===== src/rtl/pp_dma_pkg.sv =====
package pp_dma_pkg;
  localparam int unsigned IDX_W  = 4;
  localparam int unsigned STEP_W = 3;
  localparam int unsigned FMT_W  = 6;
  localparam logic [FMT_W-1:0] FMT_RESET = 6'h10;

  typedef enum logic [IDX_W-1:0] {
    IDX_CTRL    = 4'd0,
    IDX_FLAGS   = 4'd1,
    IDX_START_A = 4'd2,
    IDX_START_B = 4'd3,
    IDX_LEN_A   = 4'd4,
    IDX_LEN_B   = 4'd5,
    IDX_POS     = 4'd6,
    IDX_OFS     = 4'd7,
    IDX_FMT     = 4'd8,
    IDX_GSTAT   = 4'd9
  } reg_idx_e;

  // bytes per sample frame from width and channel flags
  function automatic logic [STEP_W-1:0] step_bytes(input logic wide, input logic stereo);
    case ({wide, stereo})
      2'b00:   return STEP_W'(1);
      2'b11:   return STEP_W'(4);
      default: return STEP_W'(2);
    endcase
  endfunction
endpackage


===== src/rtl/pp_regs.sv =====
module pp_regs
  import pp_dma_pkg::*;
#(
  parameter int unsigned ADDR_W = 32,
  parameter int unsigned LEN_W  = 16,
  parameter int unsigned DATA_W = 32
) (
  input  logic              clk_i,
  input  logic              rst_ni,
  input  logic              we_i,
  input  logic [IDX_W-1:0]  idx_i,
  input  logic [DATA_W-1:0] wdata_i,
  output logic [DATA_W-1:0] rdata_o,
  input  logic              fin_a_i,
  input  logic              fin_b_i,
  input  logic [ADDR_W-1:0] pos_i,
  input  logic [LEN_W-1:0]  ofs_i,
  output logic              run_o,
  output logic              rewind_o,
  output logic [ADDR_W-1:0] start_a_o,
  output logic [ADDR_W-1:0] start_b_o,
  output logic [LEN_W-1:0]  len_a_o,
  output logic [LEN_W-1:0]  len_b_o,
  output logic [STEP_W-1:0] step_o,
  output logic              pend_o
);
  logic              run_q;
  logic [ADDR_W-1:0] start_a_q, start_b_q;
  logic [LEN_W-1:0]  len_a_q, len_b_q;
  logic [FMT_W-1:0]  fmt_q;
  logic [1:0]        flags_q;   // [0]=A, [1]=B
  logic [1:0]        clr;
  reg_idx_e          idx;

  assign idx = reg_idx_e'(idx_i);
  assign clr = (we_i && idx == IDX_FLAGS) ? {wdata_i[2], wdata_i[1]} : 2'b00;

  always_ff @(posedge clk_i or negedge rst_ni) begin
    if (!rst_ni) begin
      run_q     <= 1'b0;
      start_a_q <= '0;
      start_b_q <= '0;
      len_a_q   <= '0;
      len_b_q   <= '0;
      fmt_q     <= FMT_RESET;
    end else if (we_i) begin
      case (idx)
        IDX_CTRL:    run_q     <= wdata_i[0];
        IDX_START_A: start_a_q <= wdata_i[ADDR_W-1:0];
        IDX_START_B: start_b_q <= wdata_i[ADDR_W-1:0];
        IDX_LEN_A:   len_a_q   <= wdata_i[LEN_W-1:0];
        IDX_LEN_B:   len_b_q   <= wdata_i[LEN_W-1:0];
        IDX_FMT:     fmt_q     <= wdata_i[FMT_W-1:0];
        default: ;
      endcase
    end
  end

  // set beats clear
  always_ff @(posedge clk_i or negedge rst_ni) begin
    if (!rst_ni) flags_q <= 2'b00;
    else         flags_q <= (flags_q & ~clr) | {fin_b_i, fin_a_i};
  end

  always_comb begin
    case (idx)
      IDX_CTRL:    rdata_o = DATA_W'(run_q);
      IDX_FLAGS:   rdata_o = DATA_W'({flags_q, 1'b0});
      IDX_START_A: rdata_o = DATA_W'(start_a_q);
      IDX_START_B: rdata_o = DATA_W'(start_b_q);
      IDX_LEN_A:   rdata_o = DATA_W'(len_a_q);
      IDX_LEN_B:   rdata_o = DATA_W'(len_b_q);
      IDX_POS:     rdata_o = DATA_W'(pos_i);
      IDX_OFS:     rdata_o = DATA_W'(ofs_i);
      IDX_FMT:     rdata_o = DATA_W'(fmt_q);
      IDX_GSTAT:   rdata_o = DATA_W'(|flags_q);
      default:     rdata_o = '0;
    endcase
  end

  assign run_o     = run_q;
  assign rewind_o  = we_i && idx == IDX_CTRL && wdata_i[1];
  assign start_a_o = start_a_q;
  assign start_b_o = start_b_q;
  assign len_a_o   = len_a_q;
  assign len_b_o   = len_b_q;
  assign step_o    = step_bytes(fmt_q[4], fmt_q[5]);
  assign pend_o    = |flags_q;

  a_r6_fin_sets_flag: assert property (@(posedge clk_i) disable iff (!rst_ni)
    (fin_a_i || fin_b_i) |=> pend_o);
  a_r8_flag_a_sticky: assert property (@(posedge clk_i) disable iff (!rst_ni)
    (flags_q[0] && !(we_i && idx_i == 4'd1 && wdata_i[1])) |=> flags_q[0]);
  a_r8_flag_b_sticky: assert property (@(posedge clk_i) disable iff (!rst_ni)
    (flags_q[1] && !(we_i && idx_i == 4'd1 && wdata_i[2])) |=> flags_q[1]);
endmodule


===== src/rtl/pp_walker.sv =====
module pp_walker
  import pp_dma_pkg::*;
#(
  parameter int unsigned ADDR_W = 32,
  parameter int unsigned LEN_W  = 16
) (
  input  logic              clk_i,
  input  logic              rst_ni,
  input  logic              run_i,
  input  logic              rewind_i,
  input  logic              sample_req_i,
  input  logic              rd_ack_i,
  input  logic [ADDR_W-1:0] start_a_i,
  input  logic [ADDR_W-1:0] start_b_i,
  input  logic [LEN_W-1:0]  len_a_i,
  input  logic [LEN_W-1:0]  len_b_i,
  input  logic [STEP_W-1:0] step_i,
  output logic              rd_req_o,
  output logic [ADDR_W-1:0] rd_addr_o,
  output logic [ADDR_W-1:0] pos_o,
  output logic [LEN_W-1:0]  ofs_o,
  output logic              fin_a_o,
  output logic              fin_b_o
);
  localparam int unsigned OFS_XW = LEN_W + 1;

  logic              busy_q, side_q;  // side_q: 0 = region A
  logic [ADDR_W-1:0] pos_q;
  logic [LEN_W-1:0]  ofs_q;
  logic [LEN_W-1:0]  cur_len;
  logic [OFS_XW-1:0] ofs_nx;
  logic              wrap, fire;

  assign cur_len = side_q ? len_b_i : len_a_i;
  assign ofs_nx  = OFS_XW'(ofs_q) + OFS_XW'(step_i);
  // zero length wraps on the first step
  assign wrap    = ofs_nx >= OFS_XW'(cur_len);
  assign fire    = busy_q && rd_ack_i && !rewind_i;

  always_ff @(posedge clk_i or negedge rst_ni) begin
    if (!rst_ni) begin
      busy_q <= 1'b0;
      side_q <= 1'b0;
      pos_q  <= '0;
      ofs_q  <= '0;
    end else if (rewind_i) begin
      busy_q <= 1'b0;
      side_q <= 1'b0;
      pos_q  <= start_a_i;
      ofs_q  <= '0;
    end else begin
      if (!busy_q && run_i && sample_req_i) busy_q <= 1'b1;
      if (fire) begin
        busy_q <= 1'b0;
        if (wrap) begin
          side_q <= ~side_q;
          pos_q  <= side_q ? start_a_i : start_b_i;
          ofs_q  <= '0;
        end else begin
          pos_q  <= pos_q + ADDR_W'(step_i);
          ofs_q  <= ofs_nx[LEN_W-1:0];
        end
      end
    end
  end

  assign rd_req_o  = busy_q;
  assign rd_addr_o = pos_q;
  assign pos_o     = pos_q;
  assign ofs_o     = ofs_q;
  assign fin_a_o   = fire && wrap && !side_q;
  assign fin_b_o   = fire && wrap && side_q;

  a_r4_req_hold: assert property (@(posedge clk_i) disable iff (!rst_ni)
    (rd_req_o && !rd_ack_i && !rewind_i) |=> (rd_req_o && $stable(rd_addr_o)));
  a_r3_stopped_idle: assert property (@(posedge clk_i) disable iff (!rst_ni)
    (!run_i && !rd_req_o) |=> !rd_req_o);
  a_r6_wrap_zero_ofs: assert property (@(posedge clk_i) disable iff (!rst_ni)
    (fin_a_o || fin_b_o) |=> (ofs_o == '0 && !rd_req_o));
endmodule


===== src/rtl/pingpong_dma_addr.sv =====
module pingpong_dma_addr
  import pp_dma_pkg::*;
#(
  parameter int unsigned ADDR_W = 32,
  parameter int unsigned LEN_W  = 16,
  parameter int unsigned DATA_W = 32
) (
  input  logic              clk_i,
  input  logic              rst_ni,
  input  logic              reg_we_i,
  input  logic [3:0]        reg_idx_i,
  input  logic [DATA_W-1:0] reg_wdata_i,
  output logic [DATA_W-1:0] reg_rdata_o,
  input  logic              sample_req_i,
  output logic              rd_req_o,
  output logic [ADDR_W-1:0] rd_addr_o,
  input  logic              rd_ack_i,
  output logic              irq_o
);
  logic              run, rewind, fin_a, fin_b;
  logic [ADDR_W-1:0] start_a, start_b, pos;
  logic [LEN_W-1:0]  len_a, len_b, ofs;
  logic [STEP_W-1:0] step;

  pp_regs #(.ADDR_W(ADDR_W), .LEN_W(LEN_W), .DATA_W(DATA_W)) u_regs (
    .clk_i, .rst_ni,
    .we_i(reg_we_i), .idx_i(reg_idx_i), .wdata_i(reg_wdata_i), .rdata_o(reg_rdata_o),
    .fin_a_i(fin_a), .fin_b_i(fin_b), .pos_i(pos), .ofs_i(ofs),
    .run_o(run), .rewind_o(rewind),
    .start_a_o(start_a), .start_b_o(start_b), .len_a_o(len_a), .len_b_o(len_b),
    .step_o(step), .pend_o(irq_o)
  );

  pp_walker #(.ADDR_W(ADDR_W), .LEN_W(LEN_W)) u_walker (
    .clk_i, .rst_ni,
    .run_i(run), .rewind_i(rewind), .sample_req_i, .rd_ack_i,
    .start_a_i(start_a), .start_b_i(start_b), .len_a_i(len_a), .len_b_i(len_b),
    .step_i(step), .rd_req_o, .rd_addr_o, .pos_o(pos), .ofs_o(ofs),
    .fin_a_o(fin_a), .fin_b_o(fin_b)
  );
endmodule


===== config.mk =====
export PLATFORM = sky130hd
export DESIGN_NAME = pingpong_dma_addr
export DESIGN_NICKNAME = d
export VERILOG_FILES = /design/src/rtl/pp_dma_pkg.sv /design/src/rtl/pp_regs.sv /design/src/rtl/pp_walker.sv /design/src/rtl/pingpong_dma_addr.sv
export SDC_FILE = /design/constraint.sdc
export NUM_CORES = 1
export LEC_CHECK = 0
export ABC_AREA = 1
export BUFFER_PORTS_ARGS = -buffer_cell sky130_fd_sc_hd__buf_2
export CORE_MARGIN = 2
export CORE_UTILIZATION = 40
export CTS_CLUSTER_DIAMETER = 40
export DETAILED_ROUTE_END_ITERATION = 8
export SETUP_SLACK_MARGIN = 0.4
export SYNTH_ARGS = -nofsm -noshare
export SYNTH_HDL_FRONTEND = slang
export SYNTH_SLANG_ARGS = --single-unit

===== constraint.sdc =====
create_clock -name clk_i -period 11.04 [get_ports clk_i]
set_input_delay 2.208 -clock clk_i [delete_from_list [all_inputs] [get_ports clk_i]]
set_output_delay 2.208 -clock clk_i [all_outputs]
set_load 0.02 [all_outputs]

==> results.md <==
- Outcome: finished clean
- Headroom to the max-slew limit: 0.2331
- Final Hold Fails: 0
- WS Path Type: in2out
- Hold Buf Count CTS: 0
- DP HPWL: 25.07 mm
- Fmax: 152.5 MHz
- Post-synthesis register bit count: 155
- Synth top cells by count: 425 x nand2_1, 207 x inv_1, 167 x o21ai_0
- Critical path required time: 8.83 ns
- Wire length on met3: 3.051 mm
- FP Rows: 57
- Grt ovf: 0
- Most area-consuming cells after synthesis: dfrtp_1 40%, nand2_1 16%, o21ai_0 8.6%, inv_1 8.0%, nand3_1 3.2%
- Clock buffer depth: 2
- Pint: 1425 uW
- Post-CTS sizing: 0
- GRT Total Usage: 0.2671
- Slowest stage delay, CP: 0.78 ns
- Seq/Total Area, Yosys: 0.3979
- Die Span X: 160.1 um
- Slowest-stage cell, CP: nand2_1
- Clock Latency Late Sink: 0.43 ns
- Final min period: 6.559 ns
- Clock power share: 0.242
- Sw frac: 0.4566
- R2R depth: 24
- IO buf count: 106
- Post-Syn Area: 9752 sq um
- I/O pin count: 107
- Worst slew pin tran: 1.146 ns
- Synth warn: 0
- Max Cap Viol: 0
- Global-route wire length before repair: 52.74 mm
- ANT cells: 0
- Clock Pin Slew Worst Setup and Hold Paths: 0.07 ns
- Setup TNS: 0 ns
- Die Area: 25640 sq um
- DRT antenna net count: 0
- Clock net sink count: 155
- Syn Nets: 1428
- Initial antenna violation count: 0
- Iter 0 DRT Violations: 1116
- Layout cells sized above 1: 0.1177
- Largest net degree at the start of global routing: 84
- Metal2 WL: 13.64 mm
- Vias/cell: 5.406
- Die Y: 160.1 um
- Core ar.: 24110 sq um
- Cell taking the most area after synthesis: dfrtp_1
- Buffers & Inverters on Critical Path: 4
- RSZ-0062 raised after global routing: false
- Post-synth ARST share: 1.000
- Avg WL per Cell: 18.98 um
- Highest Signal Layer: met4
- Final core occ: 0.4611
- Clock skew: 0.01293 ns
- Syn Inst Count: 1364
- Total clock buffers created by CTS: 17
- Crit. End Element: primary output
- CTS tree: yes
- Pwr dens: 236.0 nW/um^2
- Layout net count: 1505
- EDFF count, synth: 0
- Reg2reg start: u_regs.fmt_q[4]
- Syn_area_per_cell: 7.149 sq um
- Crit-path cells: buf_2 -> inv_1 -> nor2_1 -> nand2_1 -> inv_1 -> a221oi_1 -> o221ai_1 -> buf_2
- Initial DRT Pass Iterations: 7
- Met1 wire length: 16.23 mm
- Hold Crit Class: reg2reg
- Final Setup Violations: 0
- Cell family with most CP delay: simple AND/OR/NAND/NOR gates
- P_leak: 0.005572 uW
- # H-tree levels: 4
- Total Routed Length: 33.73 mm
- Drc violations: 0
- Initial core utilization: 0.4045
- Most common cell in the synthesized netlist: nand2_1
- Slew Limit Fails: 0
- Net Sw Power: 1198 uW
- Final WS setup: 4.481 ns
- Synth-to-layout area growth: 13.97%
- Hold Worst Slack: 0.4866 ns
- Post-synth top area share: 0.3952
- Synth Flop Type: dfrtp_1
- Crit path DAT: 4.35 ns
- Hold Path Stages: 2
- Place WS: 4.485 ns
- Sequential power share: 0.346
- CP startpoint kind: input pin
- Tcrit/Tclk final: 0.5941
- Power share of the combinational group: 0.412
- R2R setup slack: 5.32 ns
- Clock root cell: clkbuf_16
- Gpl congestion: 0.9522
- Critical path fanouts, max: 28
- Number of global-route vias before repair: 8953
- Worst Hold Launch: u_regs.len_a_o[3]
- Post-CTS Setup Bufs: 0
- Via Count: 9606
- Worst Hold Path EP: u_regs.len_a_o[3]
- Yosys cell types: 44
- Worst vdd ir: 0.1000 mV
- Reg2reg end: u_walker.pos_o[30]
placed cells by master, fill, tap and decap left out, types with 2 or more instances in the layout:
cell | synthesis | routed
a21oi_1 | 8 | 8
a221oi_1 | 17 | 17
and2_1 | 2 | 2
buf_2 | 10 | 105
buf_4 | 3 | 9
bufinv_16 | 0 | 3
clkbuf_16 | 0 | 17
clkinv_4 | 0 | 2
clkinvlp_4 | 0 | 2
dfrtp_1 | 154 | 153
ha_1 | 23 | 23
inv_1 | 207 | 207
inv_6 | 0 | 4
inv_8 | 0 | 2
mux2i_1 | 7 | 7
nand2_1 | 425 | 423
nand2_2 | 2 | 4
nand3_1 | 63 | 63
nand3b_1 | 12 | 12
nand4_1 | 25 | 25
nor2_1 | 61 | 60
nor2_2 | 7 | 8
nor2_4 | 2 | 2
nor3_1 | 10 | 10
o2111ai_1 | 4 | 4
o211ai_1 | 2 | 2
o21ai_0 | 167 | 167
o21ai_1 | 8 | 8
o221ai_1 | 22 | 22
o22ai_1 | 36 | 36
xnor2_1 | 2 | 2
xor2_1 | 26 | 26
metrics by stage:
| step | instances | instance area (sq um) | power [uW] |
|---|---|---|---|
| floorplan | 1364 | 9752 | 1602 |
| global placement | 1746 | 10500 | 1956 |
| detailed placement | 1746 | 10500 | 1970 |
| CTS | 1777 | 11110 | 2609 |
| global route | 1777 | 11110 | 2801 |
| finish | 1777 | 11110 | 2623 |
area by class of cell:
| class | count | area (sq um) |
|---|---|---|
| clock buffers | 18 | 439.2 |
| inverters | 208 | 780.7 |
| clock inverters | 13 | 180.2 |
| repair buffers | 115 | 604.3 |
| well taps | 324 | 405.4 |
| flip-flops and latches | 155 | 3881 |
| fillers | 2549 | 12990 |
| multi-input cells | 944 | 4823 |
power by group through the flow:
stage	Clock [uW]	Sequential (uW)	Combinational, uW
after floorplan	0	895	707
after global placement	0	906	1050
after detailed placement	0	908	1060
after CTS	643	898	1070
after global routing	667	923	1210
final	635	906	1080
worst max-delay path by stage:
stage | start | end | slack [ns] | cells past startpoint
floorplan | reg_idx_i[3] | reg_rdata_o[17] | 5.49 | 7
global placement | reg_idx_i[1] | reg_rdata_o[8] | 4.52 | 8
detailed placement | reg_idx_i[1] | reg_rdata_o[8] | 4.49 | 8
CTS | reg_idx_i[1] | reg_rdata_o[8] | 4.48 | 8
global route | reg_idx_i[1] | reg_rdata_o[0] | 4.33 | 9
finish | reg_idx_i[1] | reg_rdata_o[8] | 4.48 | 8
worst reg2reg max path: stages, from the launching register on:
cell and delay, ns:
dfstp_2 0.57, inv_1 0.11, ha_1 0.34, inv_1 0.06
nand2_1 0.07, and2_1 0.12, ha_1 0.13, inv_1 0.03
nand2_1 0.10, nand2_2 0.09, a21oi_4 0.23, nand2_1 0.14
nor2_2 0.20, xnor2_1 0.19, inv_1 0.08, ha_1 0.32
a21oi_1 0.13, nor3_1 0.06, nor3_1 0.16, nand2_1 0.08
nand2_1 0.45, nand3_4 0.58, nor2_2 0.97, nand2_1 0.27
nand3b_1 0.16
per-layer routing:
layer	vias up	track usage
met3	50	0.04727
met2	409	0.3709
li1	4605	-
met1	4542	0.4182
met4	0	0.08108
met5	-	0
cell families after synthesis:
kind of cell               synth area share
muxes                              0.007185
adders and majority gates           0.02951
AOI/OAI and AO/OA                    0.1640
and+or+nand+nor                      0.2664
DFF                                  0.3979
xor gates and xnor gates            0.02682
buffers and inverters                0.1083
registers in the layout, summed over array words and instances, names as in the netlist:
| name | count |
|---|---|
| u_walker.rd_req_o | 1 |
| u_regs.flags_q | 2 |
| u_regs.run_o | 1 |
| u_regs.len_b_o | 16 |
| u_walker.pos_o | 32 |
| u_regs.start_b_o | 32 |
| u_regs.fmt_q | 6 |
| u_walker.side_q | 1 |
| u_regs.len_a_o | 16 |
| u_walker.ofs_o | 16 |
| u_regs.start_a_o | 32 |
Note: power is estimated with default switching activity, not from simulation.
